==> src/rtl/dw_burst_splitter_pkg.sv <==
package dw_burst_splitter_pkg;
   typedef enum logic {
      KIND_INCR  = 1'b0,
      KIND_FIXED = 1'b1
   } burst_kind_e;
endpackage

==> src/rtl/dw_burst_word_count.sv <==
module dw_burst_word_count #(
   parameter int LEN_W   = 8,
   parameter int RATIO   = 2,
   parameter int WCNT_W  = 10
) (
   input  logic [LEN_W-1:0]  beats_m1,
   output logic [WCNT_W-1:0] words
);
   localparam int RSH = (RATIO > 1) ? $clog2(RATIO) : 0;

   logic [WCNT_W-1:0] beats;
   assign beats = WCNT_W'(beats_m1) + WCNT_W'(1);

   generate
      if (RATIO == 1) begin : g_same_width
         assign words = beats;
      end else begin : g_widen
         assign words = beats << RSH;
      end
   endgenerate
endmodule

==> src/rtl/dw_burst_addr_step.sv <==
module dw_burst_addr_step #(
   parameter int ADDR_W = 32,
   parameter int STEP   = 64
) (
   input  logic              fixed,
   input  logic [ADDR_W-1:0] cur,
   output logic [ADDR_W-1:0] nxt
);
   generate
      if (STEP == 0) begin : g_no_step
         assign nxt = cur;
      end else begin : g_step
         assign nxt = fixed ? cur : cur + ADDR_W'(STEP);
      end
   endgenerate
endmodule

==> src/rtl/dw_burst_sequencer.sv <==
module dw_burst_sequencer
   import dw_burst_splitter_pkg::*;
#(
   parameter int ADDR_W  = 32,
   parameter int WCNT_W  = 10,
   parameter int BW_W    = 5,
   parameter int TGT_MAX = 16,
   parameter int STEP    = 64
) (
   input  logic              clk,
   input  logic              rst_n,
   input  logic              src_valid,
   output logic              src_ready,
   input  logic [ADDR_W-1:0] src_addr,
   input  logic [WCNT_W-1:0] src_words,
   input  logic              src_fixed,
   input  logic              src_write,
   output logic              tgt_valid,
   input  logic              tgt_ready,
   output logic [ADDR_W-1:0] tgt_addr,
   output logic [BW_W-1:0]   tgt_words,
   output logic              tgt_last,
   output logic              tgt_write,
   output logic              cur_fixed
);
   localparam logic [WCNT_W-1:0] MAX_W = WCNT_W'(TGT_MAX);

   logic              busy_q;
   logic [ADDR_W-1:0] addr_q;
   logic [ADDR_W-1:0] addr_nxt;
   logic [WCNT_W-1:0] rem_q;
   burst_kind_e       kind_q;
   logic              write_q;
   logic [WCNT_W-1:0] piece_w;

   assign tgt_last  = (rem_q <= MAX_W);
   assign piece_w   = tgt_last ? rem_q : MAX_W;
   assign tgt_words = BW_W'(piece_w);
   assign tgt_valid = busy_q;
   assign src_ready = !busy_q;
   assign tgt_addr  = addr_q;
   assign tgt_write = write_q;
   assign cur_fixed = (kind_q == KIND_FIXED);

   dw_burst_addr_step #(.ADDR_W(ADDR_W), .STEP(STEP)) step_i (
      .fixed (cur_fixed),
      .cur   (addr_q),
      .nxt   (addr_nxt)
   );

   always_ff @(posedge clk or negedge rst_n) begin
      if (!rst_n) begin
         busy_q  <= 1'b0;
         addr_q  <= '0;
         rem_q   <= '0;
         kind_q  <= KIND_INCR;
         write_q <= 1'b0;
      end else if (!busy_q) begin
         if (src_valid) begin
            busy_q  <= 1'b1;
            addr_q  <= src_addr;
            rem_q   <= src_words;
            kind_q  <= src_fixed ? KIND_FIXED : KIND_INCR;
            write_q <= src_write;
         end
      end else if (tgt_ready) begin
         if (tgt_last) begin
            busy_q <= 1'b0;
         end
         rem_q  <= rem_q - piece_w;
         addr_q <= addr_nxt;
      end
   end
endmodule

==> src/rtl/dw_burst_splitter.sv <==
module dw_burst_splitter #(
   parameter int ADDR_W    = 32,
   parameter int LEN_W     = 8,
   parameter int SRC_BYTES = 8,
   parameter int TGT_BYTES = 4,
   parameter int TGT_MAX   = 16
) (
   input  logic                           clk,
   input  logic                           rst_n,
   input  logic                           src_valid,
   output logic                           src_ready,
   input  logic [ADDR_W-1:0]              src_addr,
   input  logic [LEN_W-1:0]               src_beats_m1,
   input  logic                           src_fixed,
   input  logic                           src_write,
   output logic                           tgt_valid,
   input  logic                           tgt_ready,
   output logic [ADDR_W-1:0]              tgt_addr,
   output logic [$clog2(TGT_MAX+1)-1:0]   tgt_words,
   output logic                           tgt_last,
   output logic                           tgt_write
);
   localparam int RATIO  = SRC_BYTES / TGT_BYTES;
   localparam int RSH    = (RATIO > 1) ? $clog2(RATIO) : 0;
   localparam int WCNT_W = LEN_W + 1 + RSH;
   localparam int BW_W   = $clog2(TGT_MAX + 1);
   localparam int STEP   = TGT_MAX * TGT_BYTES;

   generate
      if (SRC_BYTES % TGT_BYTES != 0) begin : g_bad_ratio
         $error("source width must be a multiple of target width");
      end
      if ((RATIO & (RATIO - 1)) != 0) begin : g_bad_pow2
         $error("width ratio must be a power of two");
      end
      if (TGT_MAX < RATIO || (TGT_MAX % RATIO) != 0) begin : g_bad_max
         $error("target burst limit must be a multiple of the width ratio");
      end
      if (WCNT_W < BW_W) begin : g_bad_cnt
         $error("word counter narrower than burst size field");
      end
   endgenerate

   logic [WCNT_W-1:0] total_words;
   logic              cur_fixed;

   dw_burst_word_count #(.LEN_W(LEN_W), .RATIO(RATIO), .WCNT_W(WCNT_W)) wc_i (
      .beats_m1 (src_beats_m1),
      .words    (total_words)
   );

   dw_burst_sequencer #(
      .ADDR_W(ADDR_W), .WCNT_W(WCNT_W), .BW_W(BW_W),
      .TGT_MAX(TGT_MAX), .STEP(STEP)
   ) seq_i (
      .clk       (clk),
      .rst_n     (rst_n),
      .src_valid (src_valid),
      .src_ready (src_ready),
      .src_addr  (src_addr),
      .src_words (total_words),
      .src_fixed (src_fixed),
      .src_write (src_write),
      .tgt_valid (tgt_valid),
      .tgt_ready (tgt_ready),
      .tgt_addr  (tgt_addr),
      .tgt_words (tgt_words),
      .tgt_last  (tgt_last),
      .tgt_write (tgt_write),
      .cur_fixed (cur_fixed)
   );
endmodule

==> config.mk <==
export PLATFORM = sky130hd
export DESIGN_NAME = dw_burst_splitter
export DESIGN_NICKNAME = d
export VERILOG_FILES = /design/src/rtl/dw_burst_splitter_pkg.sv /design/src/rtl/dw_burst_word_count.sv /design/src/rtl/dw_burst_addr_step.sv /design/src/rtl/dw_burst_sequencer.sv /design/src/rtl/dw_burst_splitter.sv
export SDC_FILE = /design/constraint.sdc
export NUM_CORES = 1
export LEC_CHECK = 0
export ABC_AREA = 1
export BUFFER_PORTS_ARGS = -buffer_cell sky130_fd_sc_hd__buf_2
export CAP_MARGIN = 10
export CELL_PAD_IN_SITES_DETAIL_PLACEMENT = 1
export CELL_PAD_IN_SITES_GLOBAL_PLACEMENT = 1
export CORE_MARGIN = 5
export CORE_UTILIZATION = 33
export DETAILED_ROUTE_END_ITERATION = 12
export PLACE_DENSITY = 0.81
export SETUP_SLACK_MARGIN = 0.2
export SYNTH_ARGS = -nofsm -noshare
export SYNTH_HDL_FRONTEND = slang
export SYNTH_HIERARCHICAL = 1
export SYNTH_SLANG_ARGS = --single-unit
==> constraint.sdc <==
create_clock -name clk -period 1.5 [get_ports clk]
set_clock_uncertainty 0.05 [all_clocks]
set_input_delay 0.075 -clock clk [delete_from_list [all_inputs] [get_ports clk]]
set_output_delay 0.075 -clock clk [all_outputs]
set_load 0.02 [all_outputs]
# After elaboration in Yosys (flattened, before gate mapping)
# Index checks and enable logic that the tools add are counted.
# word_totals
ff_bits,45
in_bits,46
out_inout_bits,41
word_cells,30
# op_classes
add_sub_neg,3
magnitude_cmp,1
n_eq_ne,2
muxes,13
bitwise,1
reduce_logical,5
# op_table
op,n
$mux W32,4
$mux W10,4
$add A32 B7 Y32 const B,1
$le A10 B5 Y1 const B,1
$sub A10 B10 Y10,1
$add A8 B1 Y9 const B,1
$mux W1,5
$ne A2 B2 Y1 const B,2
$reduce_and A2 Y1,2
$reduce_and A3 Y1,1
$reduce_bool A2 Y1,1
$logic_not A1 Y1,1
$not A1 Y1,1

# Longest topological paths before layout
# Gate-level depths: netlist (run 1).
# depth
ltp_word,5
depth_mapped,14
ltp_nobuf,14

# Cells and area by module
# The synthesis (run 1) kept the hierarchy.
# modules_own_cells
module,instances,cells_each,area_each_um2,seq_area_each_um2
dw_burst_sequencer,1,288,2259.7,1126.1
dw_burst_addr_step,1,145,778.2,0.0
dw_burst_word_count,1,32,161.4,0.0

# Worst setup path before layout (run 1)
# No wires, ideal clock.
# synth_timing
kind,register to register
start,"register seq_i.addr_q[6], in the netlist seq_i/tgt_addr[6]"
end,"register seq_i.addr_q[20], in the netlist seq_i/tgt_addr[20]"
setup_ns,0.082
arrival_time_ns,1.542
t_required_ns,1.368
path_slack_ns,-0.174
stages_incl_launch_ff,10
path_buffers,0
period_less_slack_ns,1.674
cell_sequence,dfrtp_1 > ha_1 > nand3_2 > nor2_4 > nand3_2 > nor2_1 > nand2_1 > nand2_1 > nand2_1 > a31oi_1
# synth_via
elab_chain_len,4
# synth_lines
item,line_no,source
start: declaration,dw_burst_sequencer.sv:29,logic [ADDR_W-1:0] addr_q;
start signal: assignment,dw_burst_sequencer.sv:61,addr_q <= src_addr;
start signal: assignment,dw_burst_sequencer.sv:71,addr_q <= addr_nxt;
$add A32 B7 Y32,dw_burst_addr_step.sv:13,assign nxt = fixed ? cur : cur + ADDR_W'(STEP);
$mux W32,dw_burst_addr_step.sv:13,
named net seq_i.addr_nxt[20],dw_burst_sequencer.sv:30,logic [ADDR_W-1:0] addr_nxt;
$mux W32,dw_burst_sequencer.sv:66,end else if (tgt_ready) begin
$mux W32,dw_burst_sequencer.sv:58,end else if (!busy_q) begin
# The timed path passes the listed nets, and every way through them passes these cells. The select of a mux whose other input is x is not followed.
# A chain may end at the register's enable or synchronous reset.

# Final worst setup path (run 1)
# layout_timing
start,register seq_i.rem_q[6]
end,register seq_i.rem_q[6]
# layout_via
elab_chain_len,5
# layout_lines
item,line_no,source
start: declaration,dw_burst_sequencer.sv:31,logic [WCNT_W-1:0] rem_q;
start signal: assignment,dw_burst_sequencer.sv:62,rem_q <= src_words;
start signal: assignment,dw_burst_sequencer.sv:70,rem_q <= rem_q - piece_w;
$le A10 B5 Y1,dw_burst_sequencer.sv:36,assign tgt_last = (rem_q <= MAX_W);
$mux W10,dw_burst_sequencer.sv:37,assign piece_w = tgt_last ? rem_q : MAX_W;
$sub A10 B10 Y10 (*),dw_burst_sequencer.sv:70,
$mux W10 (*),dw_burst_sequencer.sv:66,
$mux W10 (*),dw_burst_sequencer.sv:58,
# Mark *: on every way between the ends. The rest lies on a longest branch, timed or not. The select of a mux whose other input is x is not followed.

==> impl_table.tex, run 1 <==
\begin{tabular}{lr}
\hline
Metric & Value \\
\hline
\multicolumn{2}{l}{\textbf{Worst setup path}} \\
\quad Element type at the critical path start & register \\
\quad Critical path endpoint category & register \\
\quad Required time reported for the critical path endpoint & 1.66 ns \\
\quad WP data arrival & 1.91 ns \\
\quad Worst-path maximum fanout & 3 \\
\quad Kind of critical path & register to register \\
\multicolumn{2}{l}{\textbf{Clock tree}} \\
\quad CTS H-Tree Depth & 2 \\
\quad Clock transition at the registers of the reported paths & 0.10 ns \\
\quad Maximum buffer depth of the clock tree & 2 \\
\quad CTS tree & done \\
\quad Clock latency on the worst-skew pair & 0.32 ns \\
\quad Inserted Clock Buffers & 5 \\
\quad Clock root buffer master & sky130\_fd\_sc\_hd\_\_clkbuf\_8 \\
\quad Sinks on the clock net & 45 \\
\multicolumn{2}{l}{\textbf{Power}} \\
\quad Pleak & 2.62 nW \\
\quad Power per Cell Area & 2130 nW/um2 \\
\quad Peak supply drop & 0.783 mV \\
\multicolumn{2}{l}{\textbf{Global route}} \\
\quad Total gr overflow & 0 \\
\quad GRT Total Usage & 21.4\% \\
\quad Number of global-route vias before repair & 4071 \\
\quad Pin count of the biggest net entering global routing & 39 \\
\quad Global-route wire length before repair & 19900 um \\
\quad Antenna violations before repair & 0 \\
\multicolumn{2}{l}{\textbf{Finish}} \\
\quad Share of the core filled with cells in the final layout & 57.3\% \\
\quad Fill cells & 1189 \\
\quad Layout cell share with drive strength beyond 1 & 44.4\% \\
\quad Net count of the finished layout & 704 \\
\quad Total area of multi-input combinational cells & 2230 um2 \\
\quad Antenna diode count & 0 \\
\quad Area growth syn-to-layout & 71.8\% \\
\quad Register area & 1150 um2 \\
\quad Final cell count without fillers & 789 \\
\multicolumn{2}{l}{\textbf{Yosys}} \\
\quad Net count after synthesis & 514 \\
\quad Share of Yosys cell area claimed by the top area cell type & 35.2\% \\
\quad Warnings, synthesis & 6 \\
\quad Seq cells post-synth & 45 \\
\quad Post-synthesis cell area & 3200 um2 \\
\quad Most common cell in the netlist & sky130\_fd\_sc\_hd\_\_nand2\_1 \\
\quad Most instantiated flip-flop cell in the synthesis netlist & sky130\_fd\_sc\_hd\_\_dfrtp\_1 \\
\quad Share of synthesized flip-flops with an asynchronous set or reset & 100\% \\
\quad Most used standard cells in the synthesized netlist & sky130\_fd\_sc\_hd\_\_nand2\_1, sky130\_fd\_sc\_hd\_\_nor2\_1, sky130\_fd\_sc\_hd\_\_dfrtp\_1, sky130\_fd\_sc\_hd\_\_a31oi\_1, sky130\_fd\_sc\_hd\_\_inv\_1 \\
\quad Post-synth EDFFs & 0 \\
\quad Syn Inst Count & 465 \\
\quad Largest cells by area after synthesis & sky130\_fd\_sc\_hd\_\_dfrtp\_1, sky130\_fd\_sc\_hd\_\_nand2\_1, sky130\_fd\_sc\_hd\_\_nor2\_1 \\
\quad Library cells used by synthesis & 34 \\
\quad Post-synthesis cell type with the largest combined area & sky130\_fd\_sc\_hd\_\_dfrtp\_1 \\
\quad Mean Syn Cell Area & 6.88 um2 \\
\quad Proportion of synthesized chip area in sequential cells & 35.2\% \\
\multicolumn{2}{l}{\textbf{Hold path}} \\
\quad Path category of the worst min-delay check & input port to register \\
\multicolumn{2}{l}{\textbf{Timing}} \\
\quad Final critical path time including I/O delays and setup & 1.75 ns \\
\quad Hold Vio Cnt, Final & 0 \\
\quad RSZ-0062 raised after global routing & true \\
\quad Final Slew Violations & 0 \\
\quad Highest achievable clock rate & 571 MHz \\
\quad Number of endpoints failing setup at the final stage & 35 \\
\quad Period Utilization, post-route & 117\% \\
\quad Minimum setup slack in the final design & -0.252 ns \\
\multicolumn{2}{l}{\textbf{Floorplan}} \\
\quad DIE AREA & 11800 um2 \\
\quad Core footprint & 9590 um2 \\
\quad Y dimension of the die & 108 um \\
\quad Initial core utilization & 33.3\% \\
\quad Site Rows & 36 \\
\quad Die X-Extent & 108 um \\
\quad Number of placed I/O pins & 87 \\
\multicolumn{2}{l}{\textbf{Status}} \\
\quad Failing checks & negative setup slack \\
\quad Result of the run & finished, violations left \\
\multicolumn{2}{l}{\textbf{Route}} \\
\quad Drt wl/cell & 19.1 um \\
\quad Number of antenna-violating nets in the routed design & 0 \\
\quad Number of vias after detailed routing & 4002 \\
\quad Remaining DRCs & 0 \\
\quad Number of vias per cell & 5.07 \\
\quad Initial DRC count & 115 \\
\quad Pre-Repair DR Iteration Count & 4 \\
\quad Detailed Route WL & 15100 um \\
\multicolumn{2}{l}{\textbf{Placement}} \\
\quad Weighted congestion at the end of routability-driven global placement & 0.791 \\
\quad Half-perimeter wire length after detailed placement & 7880 um \\
\quad Number of cells after detailed placement & 712 \\
\quad Count of buffers inserted at the top-level ports & 86 \\
\multicolumn{2}{l}{\textbf{Job}} \\
\quad Max capacitance violation total & 0 \\
\hline
\end{tabular}
[worst max-delay path, cell delays in order, from the launching register on]
cell,delay [ns]
sky130_fd_sc_hd__dfrtp_1,0.43
sky130_fd_sc_hd__nor2_4,0.17
sky130_fd_sc_hd__nand3_4,0.11
sky130_fd_sc_hd__inv_4,0.08
sky130_fd_sc_hd__nand2_4,0.06
sky130_fd_sc_hd__nand2_4,0.08
sky130_fd_sc_hd__ha_4,0.14
sky130_fd_sc_hd__inv_4,0.04
sky130_fd_sc_hd__nand3_4,0.11
sky130_fd_sc_hd__nand2_4,0.06
sky130_fd_sc_hd__a21oi_2,0.13
sky130_fd_sc_hd__nand2_1,0.06
sky130_fd_sc_hd__nand2_1,0.07
sky130_fd_sc_hd__nand2_1,0.06
[registers in the layout (all words and copies together) (netlist names)]
signal / cells
seq_i/tgt_addr: 32
seq_i/tgt_valid: 1
seq_i/tgt_write: 1
seq_i/cur_fixed: 1
seq_i/rem_q: 10
[power by group]
group	leakage [nW]	switching, mW	internal (mW)
clock network	0.0487	0.518	0.342
logic	2.09	4.68	3.66
registers	0.481	0.691	1.81
[final timing paths]
kind / startpoint / end / slack [ns] / cells past startpoint
max: seq_i/rem_q[6] / seq_i/rem_q[6] / -0.25 / 13
min: src_addr[26] / seq_i/tgt_addr[26] / 0.003 / 3
max reg2reg: seq_i/rem_q[6] / seq_i/rem_q[6] / -0.25 / 13
min reg2reg: seq_i/tgt_write / seq_i/tgt_write / 0.48 / 1
max in group asynchronous: rst_n / seq_i/cur_fixed / 0.61 / 3
min in group asynchronous: rst_n / seq_i/tgt_addr[7] / 0.17 / 2
[layout make-up]
type | instances | share of cell area [%]
Clock buffer | 5 | 1.25
Clock inverter | 3 | 0.478
Inverter | 35 | 2.59
Multi-Input combinational cell | 362 | 40.5
Sequential cell | 45 | 20.9
Tap cell | 133 | 3.03
Timing Repair Buffer | 206 | 31.2
[per-layer routing]
metal,wire length (um),global-route usage (%)
met2,8120,41.5
met1,5830,24.6
met5,0,0
met3,563,2.81
met4,546,4.78
[repair_timing]
action | 4_1_cts | 5_1_grt
gates cloned | 2 | 3
gates resized for setup | 57 | 67
hold endpoints to repair | 48 | 0
setup buffers | 12 | 20
hold buffers | 32 | 0
endpoints found under the setup margin | 50 | 51
pin swaps | 41 | 50
[per-stage QoR]
step	cell area, um2	hold WS [ns]	TNS (ns)	setup WS [ns]	power [mW]
after floorplan	3360	-0.271	-0.212	-0.0544	6.19
after global placement	4180	-0.00363	-0.383	-0.103	8.01
after detailed placement	4180	0.00313	-1.48	-0.192	8.29
after CTS	4980	0.00221	-1.78	-0.113	10.0
after global routing	5500	0.00325	-6.97	-0.327	12.4
final	5500	0.00270	-4.32	-0.252	11.7
[kinds of logic (layout without fill, tap and decap cells)]
kind of cell,Yosys count,in the layout,synth area share (%)
AND/OR/NAND/NOR,277,277,38.3
buffers and inverters,58,249,8.37
multiplexers,2,2,0.704
AO/OA/AOI/OAI,59,59,10.8
XOR/XNOR,19,19,5.20
other,2,2,0.235
adder cells (fa/ha/maj),3,3,1.17
flip-flops,45,45,35.2
[placed cells by master (no fill, tap or decap), drive strengths merged]
master       instances
buf                170
nand2              161
nor2                84
dfrtp               45
inv                 35
a31oi               33
dlygate4sd3         32
nand3               18
o21ai               15
xnor2               10
xor2                 9
clkbuf               8
nand3b               6
nand4                5
a21oi                5
o22ai                4
clkinv               3
ha                   3
mux2                 2
conb                 2
nor3                 2
bufbuf               1
o31ai                1
a22oi                1
and2                 1
(Power assumes the default switching activity.)
==> run 2: changes to the inputs <==
--- a/config.mk
+++ b/config.mk
@@ -5,15 +5,15 @@
 export SDC_FILE = /design/constraint.sdc
 export NUM_CORES = 1
 export LEC_CHECK = 0
-export ABC_AREA = 1
 export BUFFER_PORTS_ARGS = -buffer_cell sky130_fd_sc_hd__buf_2
 export CAP_MARGIN = 10
 export CELL_PAD_IN_SITES_DETAIL_PLACEMENT = 1
 export CELL_PAD_IN_SITES_GLOBAL_PLACEMENT = 1
 export CORE_MARGIN = 5
-export CORE_UTILIZATION = 33
+export CORE_UTILIZATION = 40
 export DETAILED_ROUTE_END_ITERATION = 12
-export PLACE_DENSITY = 0.81
+export PLACE_DENSITY = 0.88
+export RECOVER_POWER = 50
 export SETUP_SLACK_MARGIN = 0.2
 export SYNTH_ARGS = -nofsm -noshare
 export SYNTH_HDL_FRONTEND = slang
==> constraint.sdc (replaced) <==
create_clock -name clk -period 2.26 [get_ports clk]
set_clock_uncertainty 0.05 [all_clocks]
set_input_delay 0.113 -clock clk [delete_from_list [all_inputs] [get_ports clk]]
set_output_delay 0.113 -clock clk [all_outputs]
set_load 0.02 [all_outputs]
==> run 2 against run 1 <==
The run still ends with negative setup slack left. Largest power group unchanged. Power shrank 57%. Maximum frequency shrank 24%. Non-clock buffer count shrank 80. Critical path depth shrank 5.
==> impl_table.tex, run 2 <==
\begin{tabular}{lr}
\hline
Metric & Value \\
\hline
\multicolumn{2}{l}{\textbf{Floorplan}} \\
\quad Core footprint & 7290 um2 (-24\%) \\
\quad Y dimension of the die & 96.6 um (-11\%) \\
\quad Number of placed I/O pins & 87 (unchanged) \\
\quad DIE AREA & 9320 um2 (-21\%) \\
\quad Site Rows & 31 (-14\%) \\
\quad Initial core utilization & 41.1\% (+7.7 points) \\
\quad Die X-Extent & 96.6 um (-11\%) \\
\multicolumn{2}{l}{\textbf{Timing}} \\
\quad Max-Slew Margin vs Limit & 4.87\% \\
\quad Minimum setup slack in the final design & -0.0352 ns (+0.216 ns) \\
\quad Number of endpoints failing setup at the final stage & 2 (-94\%) \\
\quad Period Utilization, post-route & 102\% (-15 points) \\
\quad Final-layout worst hold slack & 0.0330 ns (+0.0303 ns) \\
\quad Slew @ Worst Pin & 1.43 ns \\
\quad Hold Vio Cnt, Final & 0 (unchanged) \\
\quad Final critical path time including I/O delays and setup & 2.30 ns (+0.544 ns) \\
\quad Highest achievable clock rate & 436 MHz (-24\%) \\
\quad RSZ-0062 raised after global routing & true \\
\quad Final Slew Violations & 0 (unchanged) \\
\multicolumn{2}{l}{\textbf{Yosys}} \\
\quad Post-synthesis cell area & 3000 um2 (-6.3\%) \\
\quad Mean Syn Cell Area & 9.03 um2 (+31\%) \\
\quad Most used standard cells in the synthesized netlist & sky130\_fd\_sc\_hd\_\_nand2\_1, sky130\_fd\_sc\_hd\_\_dfrtp\_1, sky130\_fd\_sc\_hd\_\_o21ai\_0, sky130\_fd\_sc\_hd\_\_mux2i\_1, sky130\_fd\_sc\_hd\_\_xnor2\_1 \\
\quad Most instantiated flip-flop cell in the synthesis netlist & sky130\_fd\_sc\_hd\_\_dfrtp\_1 \\
\quad Net count after synthesis & 381 (-26\%) \\
\quad Seq cells post-synth & 45 (unchanged) \\
\quad Warnings, synthesis & 6 (unchanged) \\
\quad Most common cell in the netlist & sky130\_fd\_sc\_hd\_\_nand2\_1 \\
\quad Proportion of synthesized chip area in sequential cells & 37.6\% (+2.4 points) \\
\quad Share of synthesized flip-flops with an asynchronous set or reset & 100\% (unchanged) \\
\quad Largest cells by area after synthesis & sky130\_fd\_sc\_hd\_\_dfrtp\_1, sky130\_fd\_sc\_hd\_\_mux2i\_1, sky130\_fd\_sc\_hd\_\_nand2\_1 \\
\quad Share of Yosys cell area claimed by the top area cell type & 37.6\% (+2.4 points) \\
\quad Post-synthesis cell type with the largest combined area & sky130\_fd\_sc\_hd\_\_dfrtp\_1 \\
\quad Post-synth EDFFs & 0 (unchanged) \\
\quad Library cells used by synthesis & 55 (+62\%) \\
\quad Syn Inst Count & 332 (-29\%) \\
\multicolumn{2}{l}{\textbf{Global route}} \\
\quad GRT Total Usage & 20.1\% (-1.3 points) \\
\quad Pin count of the biggest net entering global routing & 33 (-15\%) \\
\quad Global-route wire length before repair & 14600 um (-27\%) \\
\quad Total gr overflow & 0 (unchanged) \\
\quad Number of global-route vias before repair & 2960 (-27\%) \\
\quad Antenna violations before repair & 0 (unchanged) \\
\multicolumn{2}{l}{\textbf{Worst setup path}} \\
\quad Critical path endpoint category & register \\
\quad Master of the slowest instance on the critical path & sky130\_fd\_sc\_hd\_\_or4\_4 \\
\quad End point of the critical path & seq\_i/rem\_q[8] \\
\quad WP data arrival & 2.44 ns (+0.53 ns) \\
\quad Worst Setup SP & seq\_i/rem\_q[8] \\
\quad Required time reported for the critical path endpoint & 2.40 ns (+0.74 ns) \\
\quad Kind of critical path & register to register \\
\quad R2R Setup Slk & -0.04 ns (+0.22 ns) \\
\quad Worst-path maximum fanout & 3 (unchanged) \\
\quad Ordered cell list for the critical path & or4\_4, nor3b\_4, nand2b\_4, ha\_4, nand2b\_4, o211ai\_1, a21oi\_1, o221a\_2 \\
\quad Critical register-to-register path startpoint & seq\_i/rem\_q[8] \\
\quad Buf+Inv Stages, Crit Path & 0 (-2) \\
\quad Endpoint of the worst-slack reg-to-reg timing path & seq\_i/rem\_q[8] \\
\quad Critical Path Most Common Cell & sky130\_fd\_sc\_hd\_\_nand2b\_4 \\
\quad Largest delay contributor family on the critical path & simple AND/OR/NAND/NOR gates \\
\quad Number of gates on the worst path with buffers counted & 8 (-5) \\
\quad Element type at the critical path start & register \\
\quad R2r worst-path depth & 8 (-5) \\
\quad Crit-path max cell delay & 0.57 ns (+0.14 ns) \\
\multicolumn{2}{l}{\textbf{Clock tree}} \\
\quad Clock root buffer master & sky130\_fd\_sc\_hd\_\_clkbuf\_8 \\
\quad Maximum buffer depth of the clock tree & 2 (unchanged) \\
\quad Inserted Clock Buffers & 5 (unchanged) \\
\quad Clock latency on the worst-skew pair & 0.31 ns (about the same) \\
\quad CTS H-Tree Depth & 2 (unchanged) \\
\quad CTS tree & done \\
\quad Sinks on the clock net & 45 (unchanged) \\
\quad Clock transition at the registers of the reported paths & 0.08 ns (-0.02 ns) \\
\multicolumn{2}{l}{\textbf{Power}} \\
\quad Comb power frac & 56.8\% (-15 points) \\
\quad Sw Ratio & 47.8\% (-2.6 points) \\
\quad Peak supply drop & 0.547 mV (-30\%) \\
\quad Clock group share of total power & 9.6\% (+2.3 points) \\
\quad Net Sw Power & 2.42 mW (-59\%) \\
\quad Pleak & 2.05 nW (-22\%) \\
\quad Part of the total power dissipated in sequential elements & 33.6\% (+12 points) \\
\quad Power per Cell Area & 1250 nW/um2 (-41\%) \\
\quad Power Total & 5.06 mW (-57\%) \\
\quad Internal power summed over all cells & 2.64 mW (-55\%) \\
\multicolumn{2}{l}{\textbf{Route}} \\
\quad Detailed Route WL & 10700 um (-29\%) \\
\quad Number of antenna-violating nets in the routed design & 0 (unchanged) \\
\quad Pre-Repair DR Iteration Count & 4 (unchanged) \\
\quad Remaining DRCs & 0 (unchanged) \\
\quad Initial DRC count & 147 (+28\%) \\
\quad Number of vias after detailed routing & 3037 (-24\%) \\
\quad Drt wl/cell & 19.8 um (+3.6\%) \\
\quad Number of vias per cell & 5.62 (+11\%) \\
\multicolumn{2}{l}{\textbf{Finish}} \\
\quad Commonest cells after routing, fill and taps aside & sky130\_fd\_sc\_hd\_\_buf\_2, sky130\_fd\_sc\_hd\_\_nand2\_1, sky130\_fd\_sc\_hd\_\_dfrtp\_1 \\
\quad Layout cell share with drive strength beyond 1 & 33.3\% (-11 points) \\
\quad Layout Cell Area excl Fill & 4040 um2 (-27\%) \\
\quad Most common cell after layout, fill and taps aside & sky130\_fd\_sc\_hd\_\_buf\_2 \\
\quad Antenna diode count & 0 (unchanged) \\
\quad Number of flip-flops in the largest register & 32 (unchanged) \\
\quad Fill cells & 873 (-27\%) \\
\quad Total area of multi-input combinational cells & 1860 um2 (-16\%) \\
\quad Net count of the finished layout & 491 (-30\%) \\
\quad Register area & 1130 um2 (-1.6\%) \\
\quad Area growth syn-to-layout & 34.7\% \\
\quad Final cell count without fillers & 540 (-32\%) \\
\multicolumn{2}{l}{\textbf{Job}} \\
\quad Max capacitance violation total & 0 (unchanged) \\
\multicolumn{2}{l}{\textbf{Status}} \\
\quad Result of the run & finished, violations left \\
\quad Failing checks & negative setup slack \\
\multicolumn{2}{l}{\textbf{Placement}} \\
\quad Placed cell areas & 3680 um2 (-12\%) \\
\quad Half-perimeter wire length after detailed placement & 6790 um (-14\%) \\
\quad Weighted congestion at the end of routability-driven global placement & 0.873 (+10\%) \\
\quad Count of buffers inserted at the top-level ports & 86 (unchanged) \\
\quad Number of cells after detailed placement & 515 (-28\%) \\
\multicolumn{2}{l}{\textbf{Hold path}} \\
\quad Path category of the worst min-delay check & input port to register \\
\hline
\end{tabular}
run 2: power groups by stage:
stage,Clock (mW),Combinational [mW],Sequential [mW]
2_1_floorplan,0,1.34,1.97
3_3_place_gp,0,2.45,1.63
3_5_place_dp,0,2.56,1.67
4_1_cts,0.495,2.66,1.67
5_1_grt,0.516,3.11,1.75
6_report,0.484,2.88,1.70
run 2: timing repair:
action	in CTS	in global routing
setup endpoints to repair	13	20
hold endpoints to repair	25	0
hold buffers	3	0
pin swaps	7	15
setup buffers	4	12
resized for setup	9	30
run 2: kinds of logic (layout without fill, tap and decap cells):
logic type / after synthesis / in the layout / synth area share, %
other cells: 2 / 2 / 0.251
fa+ha+maj: 3 / 3 / 1.25
flops: 45 / 45 / 37.6
mux: 34 / 34 / 11.4
buf+inv: 30 / 139 / 4.68
compound gates: 60 / 60 / 12.5
xor+xnor: 31 / 31 / 9.06
simple gates: 127 / 127 / 23.3
run 2: worst register-to-register path: cells and delay by family, from the launching register on:
family                   cells  cell delay, ns
AO/OA/AOI/OAI                3            0.50
adder cells (fa/ha/maj)      1            0.16
flip-flops                   1            0.39
AND/OR/NAND/NOR              4            1.08
run 2: worst min-delay path by stage:
stage                            start                 end  slack (ns)  cells past startpoint
final                     src_addr[25]  seq_i/tgt_addr[25]        0.03                      3
after global routing      src_addr[20]  seq_i/tgt_addr[20]        0.05                      3
after CTS                 src_addr[15]  seq_i/tgt_addr[15]        0.04                      3
after detailed placement         rst_n  seq_i/tgt_addr[14]         0.1                      1
after global placement           rst_n  seq_i/tgt_addr[14]        0.09                      1
after floorplan                  rst_n     seq_i/cur_fixed       -0.23                      0
run 2: per-stage QoR:
step	TNS, ns	util, %	worst slack [ns]
floorplan	0	-	0.232
global placement	0	50.5	0.0380
detailed placement	-0.0172	50.5	-0.0172
CTS	0	53.0	0.0479
global route	-0.215	55.3	-0.0767
finish	-0.0614	55.3	-0.0352
run 2: per-layer routing:
layer	part of all wire, %	vias to the layer above	track usage [%]	routed length (um)
met1	40	1524	25.3	4260
met3	4.7	26	3.33	498
li1	-	1383	-	-
met2	53	104	34.9	5610
met5	0	-	0	0
met4	2.9	0	6.78	307
run 2: final cells by class:
cell class / instances / share of cell area, %
clock buffers: 5 / 1.71
clock inverters: 1 / 0.124
inverters: 7 / 0.651
multi-input cells: 257 / 46.2
flip-flops and latches: 45 / 28.0
well taps: 99 / 3.07
repair buffers: 126 / 20.2
==> run 3: changes to the inputs <==
--- a/config.mk
+++ b/config.mk
@@ -9,10 +9,11 @@
 export CAP_MARGIN = 10
 export CELL_PAD_IN_SITES_DETAIL_PLACEMENT = 1
 export CELL_PAD_IN_SITES_GLOBAL_PLACEMENT = 1
+export CORE_ASPECT_RATIO = 0.7
 export CORE_MARGIN = 5
 export CORE_UTILIZATION = 40
 export DETAILED_ROUTE_END_ITERATION = 12
-export PLACE_DENSITY = 0.88
+export PLACE_DENSITY_LB_ADDON = 0.1
 export RECOVER_POWER = 50
 export SETUP_SLACK_MARGIN = 0.2
 export SYNTH_ARGS = -nofsm -noshare
==> run 3 against run 2 <==
The flow now finishes without violations. Largest cell class unchanged. Die area increased by 0.29%. Final cell count up 0.56%. Clock power increased by 35%. Critical path type unchanged. Maximum frequency grew 3.1%.
==> impl_table.tex, run 3 (same netlist as run 2, synthesis figures left out) <==
\begin{tabular}{lr}
\hline
Metric & Value \\
\hline
\multicolumn{2}{l}{\textbf{Status}} \\
\quad Result of the run & finished, final reports clean \\
\multicolumn{2}{l}{\textbf{Job}} \\
\quad Max capacitance violation total & 0 (unchanged) \\
\multicolumn{2}{l}{\textbf{Worst setup path}} \\
\quad WP data arrival & 2.36 ns (-0.08 ns) \\
\quad Kind of critical path & register to register \\
\quad Element type at the critical path start & register \\
\quad Endpoint of the worst-slack reg-to-reg timing path & seq\_i/rem\_q[8] \\
\quad R2r worst-path depth & 8 (unchanged) \\
\quad Critical register-to-register path startpoint & seq\_i/rem\_q[5] \\
\quad Critical path endpoint category & register \\
\quad Worst-path maximum fanout & 3 (unchanged) \\
\quad Required time reported for the critical path endpoint & 2.40 ns (about the same) \\
\quad R2R Setup Slk & 0.03 ns (+0.07 ns) \\
\multicolumn{2}{l}{\textbf{Clock tree}} \\
\quad Maximum buffer depth of the clock tree & 2 (unchanged) \\
\quad CTS tree & done \\
\quad Clock latency on the worst-skew pair & 0.29 ns (-0.02 ns) \\
\quad Clock transition at the registers of the reported paths & 0.09 ns (about the same) \\
\quad Inserted Clock Buffers & 5 (unchanged) \\
\quad Clock root buffer master & sky130\_fd\_sc\_hd\_\_clkbuf\_8 \\
\quad CTS H-Tree Depth & 2 (unchanged) \\
\quad Sinks on the clock net & 45 (unchanged) \\
\multicolumn{2}{l}{\textbf{Global route}} \\
\quad Total gr overflow & 0 (unchanged) \\
\quad Global-route wire length before repair & 15700 um (+8.0\%) \\
\quad Pin count of the biggest net entering global routing & 65 (+97\%) \\
\quad Antenna violations before repair & 0 (unchanged) \\
\quad Number of global-route vias before repair & 3180 (+7.4\%) \\
\quad GRT Total Usage & 21.4\% (+1.3 points) \\
\multicolumn{2}{l}{\textbf{Finish}} \\
\quad Most common cell after layout, fill and taps aside & sky130\_fd\_sc\_hd\_\_buf\_2 \\
\quad Antenna diode count & 0 (unchanged) \\
\quad Net count of the finished layout & 493 (+0.41\%) \\
\quad Share of the core filled with cells in the final layout & 54.7\% (-0.63 points) \\
\quad Area growth syn-to-layout & 33.0\% \\
\quad Commonest cells after routing, fill and taps aside & sky130\_fd\_sc\_hd\_\_buf\_2, sky130\_fd\_sc\_hd\_\_nand2\_1, sky130\_fd\_sc\_hd\_\_dfrtp\_1 \\
\quad Layout cell share with drive strength beyond 1 & 32.4\% (-0.97 points) \\
\quad Fill cells & 889 (+1.8\%) \\
\quad Number of flip-flops in the largest register & 32 (unchanged) \\
\multicolumn{2}{l}{\textbf{Placement}} \\
\quad Weighted congestion at the end of routability-driven global placement & 0.895 (+2.6\%) \\
\quad Half-perimeter wire length after detailed placement & 7140 um (+5.2\%) \\
\quad Count of buffers inserted at the top-level ports & 86 (unchanged) \\
\quad Worst setup timing slack at the placement stage & -0.0499 ns (-0.0327 ns) \\
\multicolumn{2}{l}{\textbf{Timing}} \\
\quad Period Utilization, post-route & 98.5\% (-3.0 points) \\
\quad Hold Vio Cnt, Final & 0 (unchanged) \\
\quad Highest achievable clock rate & 449 MHz (+3.1\%) \\
\quad Final Slew Violations & 0 (unchanged) \\
\quad RSZ-0062 raised after global routing & true \\
\quad Slew @ Worst Pin & 0.822 ns (-0.605 ns) \\
\quad Max-Slew Margin vs Limit & 45.2\% (+40 points) \\
\quad Minimum setup slack in the final design & 0.0334 ns (+0.0686 ns) \\
\quad Number of endpoints failing setup at the final stage & 0 (-2) \\
\quad Final critical path time including I/O delays and setup & 2.23 ns (-0.0686 ns) \\
\multicolumn{2}{l}{\textbf{Route}} \\
\quad Number of vias per cell & 5.29 (-6.0\%) \\
\quad Pre-Repair DR Iteration Count & 4 (unchanged) \\
\quad Drt wl/cell & 18.0 um (-9.1\%) \\
\quad Initial DRC count & 85 (-42\%) \\
\quad Number of antenna-violating nets in the routed design & 0 (unchanged) \\
\quad Remaining DRCs & 0 (unchanged) \\
\quad Number of vias after detailed routing & 2871 (-5.5\%) \\
\quad Detailed Route WL & 9760 um (-8.6\%) \\
\multicolumn{2}{l}{\textbf{Hold path}} \\
\quad Critical hold path startpoint & src\_addr[4] \\
\quad Path category of the worst min-delay check & input port to register \\
\quad Hold Crit Endpoint & seq\_i/tgt\_addr[4] \\
\quad Hold path cells & 3 (unchanged) \\
\multicolumn{2}{l}{\textbf{Power}} \\
\quad Power per Cell Area & 1260 nW/um2 (+0.69\%) \\
\quad Pleak & 2.01 nW (-2.2\%) \\
\quad Peak supply drop & 0.498 mV (-8.9\%) \\
\multicolumn{2}{l}{\textbf{Floorplan}} \\
\quad Die X-Extent & 113 um (+17\%) \\
\quad Y dimension of the die & 82.4 um (-15\%) \\
\quad Core footprint & 7290 um2 (about the same) \\
\quad Number of placed I/O pins & 87 (unchanged) \\
\quad DIE AREA & 9350 um2 (+0.29\%) \\
\quad Initial core utilization & 41.1\% (about the same) \\
\quad Site Rows & 26 (-16\%) \\
\hline
\end{tabular}
-- run 3: changes by cell type in the layout (fill, tap and decap cells not counted), sizes merged --
| cell | previous run | this run |
|---|---|---|
| buf | 106 | 105 |
| bufinv | 0 | 1 |
| clkbuf | 22 | 27 |
| clkinv | 1 | 0 |
-- run 3: how the worst max path moves through the flow --
stage / from / end / slack (ns) / cells past startpoint
final: seq_i/rem_q[5] / seq_i/rem_q[8] / 0.03 / 8
after global routing: seq_i/rem_q[5] / seq_i/rem_q[8] / -0.02 / 8
after CTS: seq_i/rem_q[5] / seq_i/rem_q[8] / 0.04 / 8
after detailed placement: seq_i/rem_q[8] / seq_i/rem_q[8] / -0.05 / 8
after global placement: seq_i/rem_q[8] / seq_i/rem_q[8] / 0.04 / 8
after floorplan: seq_i/tgt_addr[15] / seq_i/tgt_addr[25] / 0.23 / 6
-- run 3: routing by layer --
metal / track usage (%) / vias to the layer above / wire, um
met5: 0 / - / 0
met4: 4.80 / 0 / 115
met3: 5.39 / 12 / 581
met2: 37.0 / 77 / 4570
met1: 27.4 / 1389 / 4490
li1: - / 1393 / -
-- run 3: per-stage QoR --
| stage | hold slack, ns | instance area [um2] | power (mW) | cells | setup TNS, ns |
|---|---|---|---|---|---|
| 3_3_place_gp | -0.0182 | 3690 | 4.11 | 520 | 0 |
| 3_5_place_dp | -0.0159 | 3690 | 4.25 | 520 | -0.0499 |
| 2_1_floorplan | -0.233 | 3030 | 3.31 | 332 | 0 |
| 4_1_cts | 0.0479 | 3940 | 5.03 | 537 | 0 |
| 6_report | 0.0518 | 3990 | 5.03 | 543 | 0 |
| 5_1_grt | 0.0359 | 3990 | 5.41 | 543 | -0.0239 |
-- run 3: critical path, stage by stage (launching register included) --
cell and delay [ns]:
sky130_fd_sc_hd__dfrtp_1 0.39, sky130_fd_sc_hd__or4_4 0.57, sky130_fd_sc_hd__nor3b_4 0.21, sky130_fd_sc_hd__nand2b_4 0.16, sky130_fd_sc_hd__ha_4 0.15, sky130_fd_sc_hd__nand2b_4 0.06, sky130_fd_sc_hd__o211ai_1 0.19, sky130_fd_sc_hd__a21oi_1 0.10
sky130_fd_sc_hd__o221a_2 0.24
-- run 3: cell type report --
class                   instances  area [um2]  share of cell area [%]
repair buffers                128         772                    19.4
clock buffers                   7        86.3                    2.17
multi-input cells             257        1820                    45.6
inverters                       7        26.3                   0.659
well taps                      98         123                    3.08
clock inverters                 1        30.0                   0.753
flip-flops and latches         45        1130                    28.3
-- run 3: power breakdown --
| group | total [mW] | switching (mW) | internal [mW] | leakage, nW |
|---|---|---|---|---|
| Combinational | 2.75 | 1.57 | 1.18 | 1.37 |
| Sequential | 1.63 | 0.443 | 1.19 | 0.576 |
| Clock | 0.652 | 0.290 | 0.361 | 0.0585 |
| Total | 5.03 | 2.30 | 2.73 | 2.01 |
-- run 3: what timing repair did --
item / CTS / global route
buffers inserted: 6 / 6
resized for setup: 17 / 11
endpoints found under the setup margin: 15 / 26
pin swaps: 9 / 2
hold endpoints to repair: 12 / 0
hold buffers: 3 / 0
